File: src/rtl/irq_status_pkg.sv
package irq_status_pkg;
  localparam int unsigned WORD_W = 32;
  localparam int unsigned NFLAG  = 4;

  typedef enum logic [1:0] {
    ADDR_ENABLE = 2'd0,
    ADDR_STATUS = 2'd1,
    ADDR_WSEL   = 2'd2,
    ADDR_NONE   = 2'd3
  } reg_addr_e;

  // flag vector index
  localparam int unsigned F_ABORT = 0;
  localparam int unsigned F_DONE  = 1;
  localparam int unsigned F_WFULL = 2;
  localparam int unsigned F_WHALF = 3;

  // status word bit positions
  localparam int unsigned SB_ABORT = 0;
  localparam int unsigned SB_DONE  = 1;
  localparam int unsigned SB_WFULL = 8;
  localparam int unsigned SB_WHALF = 10;
  localparam int unsigned SB_IRQ   = 31;
endpackage

File: src/rtl/irq_rst_sync.sv
module irq_rst_sync #(
  parameter int unsigned STAGES = 2
) (
  input  logic clk,
  input  logic rst_n,
  output logic srst_n
);
  logic [STAGES-1:0] chain_q;

  always_ff @(posedge clk or negedge rst_n) begin
    if (!rst_n) chain_q <= '0;
    else        chain_q <= {chain_q[STAGES-2:0], 1'b1};
  end

  assign srst_n = chain_q[STAGES-1];
endmodule

File: src/rtl/irq_wrap_detect.sv
module irq_wrap_detect #(
  parameter int unsigned CNT_W = 16
) (
  input  logic             cnt_strobe,
  input  logic             wrap_mode,
  input  logic             wrap_ie,
  input  logic             sel_half,
  input  logic             sel_full,
  input  logic [CNT_W-1:0] rem_count,
  input  logic [CNT_W-1:0] prog_count,
  output logic             hit_half,
  output logic             hit_full
);
  logic [CNT_W-1:0] half_mark;
  logic             armed;
  logic             half_valid;

  always_comb begin
    half_mark  = prog_count >> 1;
    half_valid = (half_mark != '0);
    armed      = cnt_strobe & wrap_mode & wrap_ie;
    hit_half   = armed & sel_half & half_valid & (rem_count == half_mark);
    hit_full   = armed & sel_full & (rem_count == '0);
  end
endmodule

File: src/rtl/irq_flag_bank.sv
module irq_flag_bank #(
  parameter int unsigned N = 4
) (
  input  logic         clk,
  input  logic         rst_n,
  input  logic [N-1:0] set_i,
  input  logic [N-1:0] clr_i,
  output logic [N-1:0] flag_o
);
  logic [N-1:0] flag_q;
  logic [N-1:0] flag_d;

  for (genvar i = 0; i < N; i++) begin : g_flag
    logic upd;
    always_comb begin
      upd       = set_i[i] | clr_i[i];
      flag_d[i] = flag_q[i];
      if (upd) flag_d[i] = set_i[i];
    end

    always_ff @(posedge clk or negedge rst_n) begin
      if (!rst_n)   flag_q[i] <= 1'b0;
      else if (upd) flag_q[i] <= flag_d[i];
    end
  end

  assign flag_o = flag_q;
endmodule

File: src/rtl/irq_status_ctrl.sv
module irq_status_ctrl
  import irq_status_pkg::*;
#(
  parameter int unsigned CNT_W = 16
) (
  input  logic              clk,
  input  logic              rst_n,
  input  logic              reg_wr,
  input  logic [1:0]        reg_addr,
  input  logic [WORD_W-1:0] reg_wdata,
  output logic [WORD_W-1:0] rd_data,
  input  logic              evt_abort,
  input  logic              evt_done,
  input  logic              cnt_strobe,
  input  logic              wrap_mode,
  input  logic [CNT_W-1:0]  rem_count,
  input  logic [CNT_W-1:0]  prog_count,
  output logic              irq
);
  logic             srst_n;
  logic [2:0]       ie_q, ie_d;
  logic [1:0]       ws_q, ws_d;   // [1] half select, [0] full select
  logic             ie_en, ws_en;
  logic [NFLAG-1:0] flag_set, flag_clr, flag_q;
  logic             hit_half, hit_full;

  irq_rst_sync #(.STAGES(2)) u_rst (
    .clk(clk), .rst_n(rst_n), .srst_n(srst_n)
  );

  // write decode
  always_comb begin
    ie_en = reg_wr & (reg_addr == ADDR_ENABLE);
    ws_en = reg_wr & (reg_addr == ADDR_WSEL);
    ie_d  = reg_wdata[2:0];
    ws_d  = {reg_wdata[2], reg_wdata[0]};
    flag_clr = '0;
    if (reg_wr && reg_addr == ADDR_STATUS) begin
      flag_clr[F_ABORT] = reg_wdata[SB_ABORT];
      flag_clr[F_DONE]  = reg_wdata[SB_DONE];
      flag_clr[F_WFULL] = reg_wdata[SB_WFULL];
      flag_clr[F_WHALF] = reg_wdata[SB_WHALF];
    end
  end

  always_ff @(posedge clk or negedge srst_n) begin
    if (!srst_n)    ie_q <= '0;
    else if (ie_en) ie_q <= ie_d;
  end

  always_ff @(posedge clk or negedge srst_n) begin
    if (!srst_n)    ws_q <= '0;
    else if (ws_en) ws_q <= ws_d;
  end

  irq_wrap_detect #(.CNT_W(CNT_W)) u_wrap (
    .cnt_strobe(cnt_strobe),
    .wrap_mode (wrap_mode),
    .wrap_ie   (ie_q[2]),
    .sel_half  (ws_q[1]),
    .sel_full  (ws_q[0]),
    .rem_count (rem_count),
    .prog_count(prog_count),
    .hit_half  (hit_half),
    .hit_full  (hit_full)
  );

  always_comb begin
    flag_set          = '0;
    flag_set[F_ABORT] = evt_abort;
    flag_set[F_DONE]  = evt_done;
    flag_set[F_WFULL] = hit_full;
    flag_set[F_WHALF] = hit_half;
  end

  irq_flag_bank #(.N(NFLAG)) u_flags (
    .clk(clk), .rst_n(srst_n),
    .set_i(flag_set), .clr_i(flag_clr), .flag_o(flag_q)
  );

  assign irq = (flag_q[F_ABORT] & ie_q[0])
             | (flag_q[F_DONE]  & ie_q[1])
             | ((flag_q[F_WFULL] | flag_q[F_WHALF]) & ie_q[2]);

  // read mux
  always_comb begin
    rd_data = '0;
    unique case (reg_addr)
      ADDR_ENABLE: rd_data[2:0] = ie_q;
      ADDR_STATUS: begin
        rd_data[SB_ABORT] = flag_q[F_ABORT];
        rd_data[SB_DONE]  = flag_q[F_DONE];
        rd_data[SB_WFULL] = flag_q[F_WFULL];
        rd_data[SB_WHALF] = flag_q[F_WHALF];
        rd_data[SB_IRQ]   = irq;
      end
      ADDR_WSEL: begin
        rd_data[0] = ws_q[0];
        rd_data[2] = ws_q[1];
      end
      default: rd_data = '0;
    endcase
  end
endmodule

File: config.mk
export PLATFORM = sky130hd
export DESIGN_NAME = irq_status_ctrl
export DESIGN_NICKNAME = d
export VERILOG_FILES = /design/src/rtl/irq_status_pkg.sv /design/src/rtl/irq_rst_sync.sv /design/src/rtl/irq_wrap_detect.sv /design/src/rtl/irq_flag_bank.sv /design/src/rtl/irq_status_ctrl.sv
export SDC_FILE = /design/constraint.sdc
export NUM_CORES = 1
export LEC_CHECK = 0
export BUFFER_PORTS_ARGS = -buffer_cell sky130_fd_sc_hd__buf_2
export CORE_MARGIN = 2
export CORE_UTILIZATION = 37
export DETAILED_ROUTE_END_ITERATION = 8
export GPL_TIMING_DRIVEN = 0
export MAX_ROUTING_LAYER = met4
export PLACE_DENSITY = 0.95
export SETUP_SLACK_MARGIN = 0.5
export SYNTH_ARGS = -nofsm -noshare
export SYNTH_HDL_FRONTEND = slang
export SYNTH_HIERARCHICAL = 1
export SYNTH_SLANG_ARGS = --single-unit
File: constraint.sdc
create_clock -name clk -period 2.2 [get_ports clk]
set_input_delay 0.22 -clock clk [delete_from_list [all_inputs] [get_ports clk]]
set_output_delay 0.22 -clock clk [all_outputs]
set_load 0.05 [all_outputs]
==> Word level (Yosys, flattened, before mapping) <==
Cells that the tools add are included.
{ "totals": {"wordCells": 40, "out_inout_bits": 33, "reg_bits": 11} }
{ "classes": {"eq_ne": 3, "n_mux": 7, "n_reduce_logical": 4, "bitwise": 19} }
{ "op_table": {"columns": ["cell", "count"], "rows": [
  ["equality test 16 x 15 -> 1 bit", 1],
  ["zero test 16 bit", 1],
  ["nonzero test 16 bit", 1],
  ["AND 1 bit", 12],
  ["bitwise OR 1 bit", 7],
  ["two-way mux 4 bit", 1],
  ["case mux 1 bit (2 select lines)", 2],
  ["two-way mux 1 bit", 3],
  ["case mux 1 bit (3 select lines)", 1],
  ["equality test 2 x 1 -> 1 bit, second input constant", 1],
  ["equality test 2 bit, second input constant", 1],
  ["zero test 2 bit", 1],
  ["logical AND 1 bit", 1]
]} }

==> Logic depth before layout (Yosys ltp) <==
{ "logic_depth": {"word_depth": 6, "depth_mapped": 5} }

==> Hierarchy <==
Netlist, hierarchy kept.
{ "by_module_without_submodules": {"columns": ["module", "instances", "cells_each", "area_each_um2"], "rows": [
  ["irq_status_ctrl", 1, 58, 545.5],
  ["irq_wrap_detect", 1, 33, 254.0],
  ["irq_flag_bank", 1, 12, 145.1],
  ["irq_rst_sync", 1, 3, 53.8]
]} }

==> Worst setup path before layout <==
OpenSTA, ideal clock, no wires.
{ "synth_timing": {"path_kind": "in2out", "start": "input reg_addr[0]", "end": "output rd_data[31]", "cell_stages": 3, "t_arrival_ps": 1652, "path_slack_ps": 328, "path_buffers": 1, "path_cell_list": "buf_6 > and2b_2 > a21boi_0"} }
{ "synth_between": {"elab_chain_cells": 2} }
{ "synth_rtl": {"columns": ["item", "line", "rtl"], "rows": [
  ["start, declared", "irq_status_ctrl.sv:9", "input logic [1:0] reg_addr,"],
  ["equality test 2 x 1 -> 1 bit", "irq_status_ctrl.sv:88", "unique case (reg_addr)"],
  ["two-way mux 1 bit", "irq_status_ctrl.sv:88", null],
  ["end, declared", "irq_status_ctrl.sv:11", "output logic [WORD_W-1:0] rd_data,"]
]} }
Every way passes these cells.

==> Worst setup path in the final report <==
{ "layout_timing": {"start": "register ie_q[2]", "end": "output rd_data[31]"} }
{ "layout_between": {"elab_chain_cells": 3} }
{ "layout_rtl": {"columns": ["item", "line", "rtl"], "rows": [
  ["start, declared", "irq_status_ctrl.sv:21", "logic [2:0] ie_q, ie_d;"],
  ["start signal, assigned", "irq_status_ctrl.sv:48", "else if (ie_en) ie_q <= ie_d;"],
  ["AND 1 bit", "irq_status_ctrl.sv:83", "| ((flag_q[F_WFULL] | flag_q[F_WHALF]) & ie_q[2]);"],
  ["bitwise OR 1 bit", "irq_status_ctrl.sv:83", null],
  ["two-way mux 1 bit", "irq_status_ctrl.sv:88", null]
]} }
Every way passes these cells.

==> impl_metrics.py <==
metrics = {
    "route": {
        "drt_wl_total_mm": 2.34,
        "routed-via-count": 960,
        "drt_first_pass_iters": 4,
        "drc": 0,
        "viasPerCell": 4.44,
        "antenna_left": 0,
        "drt_first_iter_violations": 18,
        "post_drt_wl_per_cell_um": 10.8,
    },
    "global_route": {
        "first_global_vias": 923,
        "wire_length_of_the_first_global_routing_pass_mm": 3.74,
        "gr-usage-all-layers": 0.153,
        "maximum_number_of_pins_on_one_net_before_global_route_repair": 10,
        "grt.overflow.total": 0,
        "number_of_antenna_violations_at_the_first_check_in_global_routing": 0,
    },
    "floorplan": {
        "die_area_mm2": 0.00313,
        "chipWidth_um": 55.9,
        "die_h_um": 55.9,
        "placementRows": 18,
        "count_of_pins_on_the_block_boundary": 106,
        "floorplan.core_area_mm2": 0.00252,
        "effective_utilization_at_floorplan": 0.396,
    },
    "final_layout": {
        "finalInstanceArea_mm2": 0.00142,
        "post_route_cells_drive_above_1_share": 0.489,
        "antennaDiodeCount": 0,
        "final-instance-count-excl-fill": 216,
        "final.fill_count": 250,
        "fin_nets": 260,
        "flow.area_growth_from_synthesis_pct": 41.9,
    },
    "yosys": {
        "synth.distinct_cells": 29,
        "synth_sequential_area_ratio": 0.276,
        "post_synth_inst_count": 106,
        "synthesis.area_per_instance_um2": 9.42,
        "area_leader_netlist": "sky130_fd_sc_hd__dfrtp_1",
        "yosys.area.top_type_share": 0.276,
        "yosys_warnings": 6,
        "ys_top_cells_by_area": "sky130_fd_sc_hd__dfrtp_1 28%, sky130_fd_sc_hd__buf_4 20%, sky130_fd_sc_hd__xnor2_1 12%, sky130_fd_sc_hd__nor4_1 3.8%, sky130_fd_sc_hd__mux2_1 3.4%",
        "synth.ff_latch_count": 11,
        "synth.cell_area_um2": 998,
    },
    "clocking": {
        "clock_insertion_delay_worst_skew_ps": 270,
        "ctsRootBufferMaster": "sky130_fd_sc_hd__clkbuf_4",
        "htree_levels": 1,
        "clk_pin_slew_ps": 70,
        "post_cts.resized_instances": 0,
        "numCtsBuffers": 3,
        "clk_path_buf_depth": 2,
        "post_cts_hold_buffer_count": 1,
        "sink_count_of_the_clock_tree": 11,
        "tritoncts": "built",
        "cts.repair_timing.setup_buffer_count": 0,
    },
    "placement": {
        "placed_inst_area_mm2": 0.00138,
        "dp_hpwl_mm": 2.06,
        "port_buffers": 50,
        "gp_congestion": 0.833,
        "placed_cells_incl_taps": 211,
    },
    "critical_path": {
        "crit-reg2reg-launch": "ie_q[2]",
        "ff2ff_path_depth": 4,
        "cpMaxStageDelayCell": "sky130_fd_sc_hd__dfrtp_1",
        "timing.critical_path.max_delay_family": "flip-flops",
        "critPathLaunch": "ie_q[2]",
        "regToRegEndpoint": "u_flags/flag_o[3]",
        "endpoint_kind": "primary output",
        "criticalPathCategory": "flip-flop to primary output",
        "cp_data_required_time_ps": 1980,
        "critPathLaunchType": "flip-flop",
        "critical_path.endpoint": "rd_data[31]",
        "cp.buffers_inverters": 1,
        "cpPeakStageDelay_ps": 390,
        "critical_path_arrival_ps": 1260,
        "r2r_slack_ps": 850,
        "cp_num_cells": 3,
        "crit_path_cell_trace": "o21ai_0 > a21boi_1 > buf_2",
        "critPathMaxFanout": 4,
    },
    "power_and_ir_drop": {
        "power_leakage_uw": 0.000756,
        "power_per_cell_area_mw_per_mm2": 502,
        "max-vdd-ir-drop_mv": 0.458,
    },
    "outcome": {
        "outcome": "finished clean",
    },
    "job": {
        "max_cap_viol_count": 0,
    },
    "hold_path": {
        "worst_hold_path_type": "input pin to flip-flop",
    },
    "timing": {
        "layout_min_cycle_time_ps": 1480,
        "grt_setup_unrepaired": "no",
        "fin_hold_ws_ps": 119,
        "fin_skew_ps": 4.93,
        "setup_viol_count_final": 0,
        "max_clock_freq_mhz": 677,
        "timing.final.crit_share": 0.671,
        "number_of_hold_slack_violations_in_the_final_timing_report": 0,
        "final.setup.tns_ps": 0,
        "final-max-slew-violation-count": 0,
    },
}
cell families after synthesis:
family	share of synthesized area
flip-flops	0.276
AND/OR/NAND/NOR	0.222
buffers and inverters	0.222
XOR/XNOR	0.132
other	0.00752
multiplexers	0.0865
AO/OA/AOI/OAI	0.0551
sequential cells by signal, indices dropped and copies added (netlist names):
signal          flops
u_flags/flag_o      4
ie_q                3
u_rst/chain_q       2
ws_q                2
worst min path at each step:
stage | slack (ps) | start | endpoint | cells past startpoint
3_5_place_dp | 7 | rst_n | u_rst/chain_q[1] | 1
3_3_place_gp | 6 | rst_n | u_rst/chain_q[1] | 1
2_1_floorplan | -80 | rst_n | u_rst/chain_q[0] | 0
6_report | 120 | evt_done | u_flags/flag_o[1] | 2
5_1_grt | 120 | evt_done | u_flags/flag_o[1] | 2
4_1_cts | 120 | evt_abort | u_flags/flag_o[0] | 2
Yosys cell counts:
master and count:
sky130_fd_sc_hd__a21boi_0 1, sky130_fd_sc_hd__a21o_1 4, sky130_fd_sc_hd__a22oi_1 1, sky130_fd_sc_hd__and2_2 2, sky130_fd_sc_hd__and2b_2 1, sky130_fd_sc_hd__and3_2 4, sky130_fd_sc_hd__buf_4 26, sky130_fd_sc_hd__buf_6 1
sky130_fd_sc_hd__conb_1 2, sky130_fd_sc_hd__dfrtp_1 11, sky130_fd_sc_hd__inv_1 4, sky130_fd_sc_hd__mux2_1 3, sky130_fd_sc_hd__mux2_2 2, sky130_fd_sc_hd__mux2i_1 3, sky130_fd_sc_hd__nand2_1 2, sky130_fd_sc_hd__nand3b_1 2
sky130_fd_sc_hd__nand4_1 5, sky130_fd_sc_hd__nand4b_1 1, sky130_fd_sc_hd__nor2_1 2, sky130_fd_sc_hd__nor3_1 1, sky130_fd_sc_hd__nor3b_4 1, sky130_fd_sc_hd__nor4_1 6, sky130_fd_sc_hd__nor4_2 1, sky130_fd_sc_hd__o21ai_0 2
sky130_fd_sc_hd__or3_1 1, sky130_fd_sc_hd__or4_1 1, sky130_fd_sc_hd__or4b_1 1, sky130_fd_sc_hd__xnor2_1 14, sky130_fd_sc_hd__xor2_1 1
where the power goes:
| group | leakage (µW) | switching, µW | internal [µW] |
|---|---|---|---|
| clock network | 0.0000150 | 68.2 | 70.3 |
| registers | 0.000129 | 20.4 | 223 |
| logic | 0.000612 | 211 | 119 |
| total | 0.000756 | 300 | 412 |
routing by layer:
metal  vias to the layer above  share of wire  track usage
met3                         5          0.062       0.0326
met5                         -              0            -
met1                       436           0.38        0.157
met2                        42           0.55        0.291
li1                        477              -            -
met4                         0          0.011       0.0408
area by class of cell:
type / count / area (µm²) / share of cell area
multi-input combinational: 89 / 596 / 0.420
buffer: 27 / 206 / 0.146
inverter: 4 / 15.0 / 0.0106
timing repair buffer: 51 / 260 / 0.184
tap: 30 / 37.5 / 0.0265
clock buffer: 4 / 26.3 / 0.0186
sequential: 11 / 275 / 0.194
per-stage QoR:
| step | total power, µW | utilization | worst slack, ps |
|---|---|---|---|
| final | 711 | 0.562 | 724 |
| after global routing | 749 | 0.562 | 647 |
| after CTS | 712 | 0.562 | 718 |
| after detailed placement | 573 | 0.547 | 814 |
| after global placement | 566 | 0.547 | 860 |
| after floorplan | 491 | - | 693 |
layout by cell type (no fill, tap or decap), types with 3 or more instances in the layout:
cell type / netlist / routed
sky130_fd_sc_hd__nand4_1: 5 / 5
sky130_fd_sc_hd__clkbuf_4: 0 / 3
sky130_fd_sc_hd__xnor2_1: 14 / 14
sky130_fd_sc_hd__mux2i_1: 3 / 3
sky130_fd_sc_hd__mux2_1: 3 / 3
sky130_fd_sc_hd__dfrtp_1: 11 / 11
sky130_fd_sc_hd__buf_2: 0 / 50
sky130_fd_sc_hd__buf_4: 26 / 26
sky130_fd_sc_hd__nor4_1: 6 / 6
sky130_fd_sc_hd__a21o_1: 4 / 4
sky130_fd_sc_hd__conb_1: 2 / 27
sky130_fd_sc_hd__and3_2: 4 / 4
sky130_fd_sc_hd__inv_1: 4 / 4
Power figures use the tool's default switching activity.
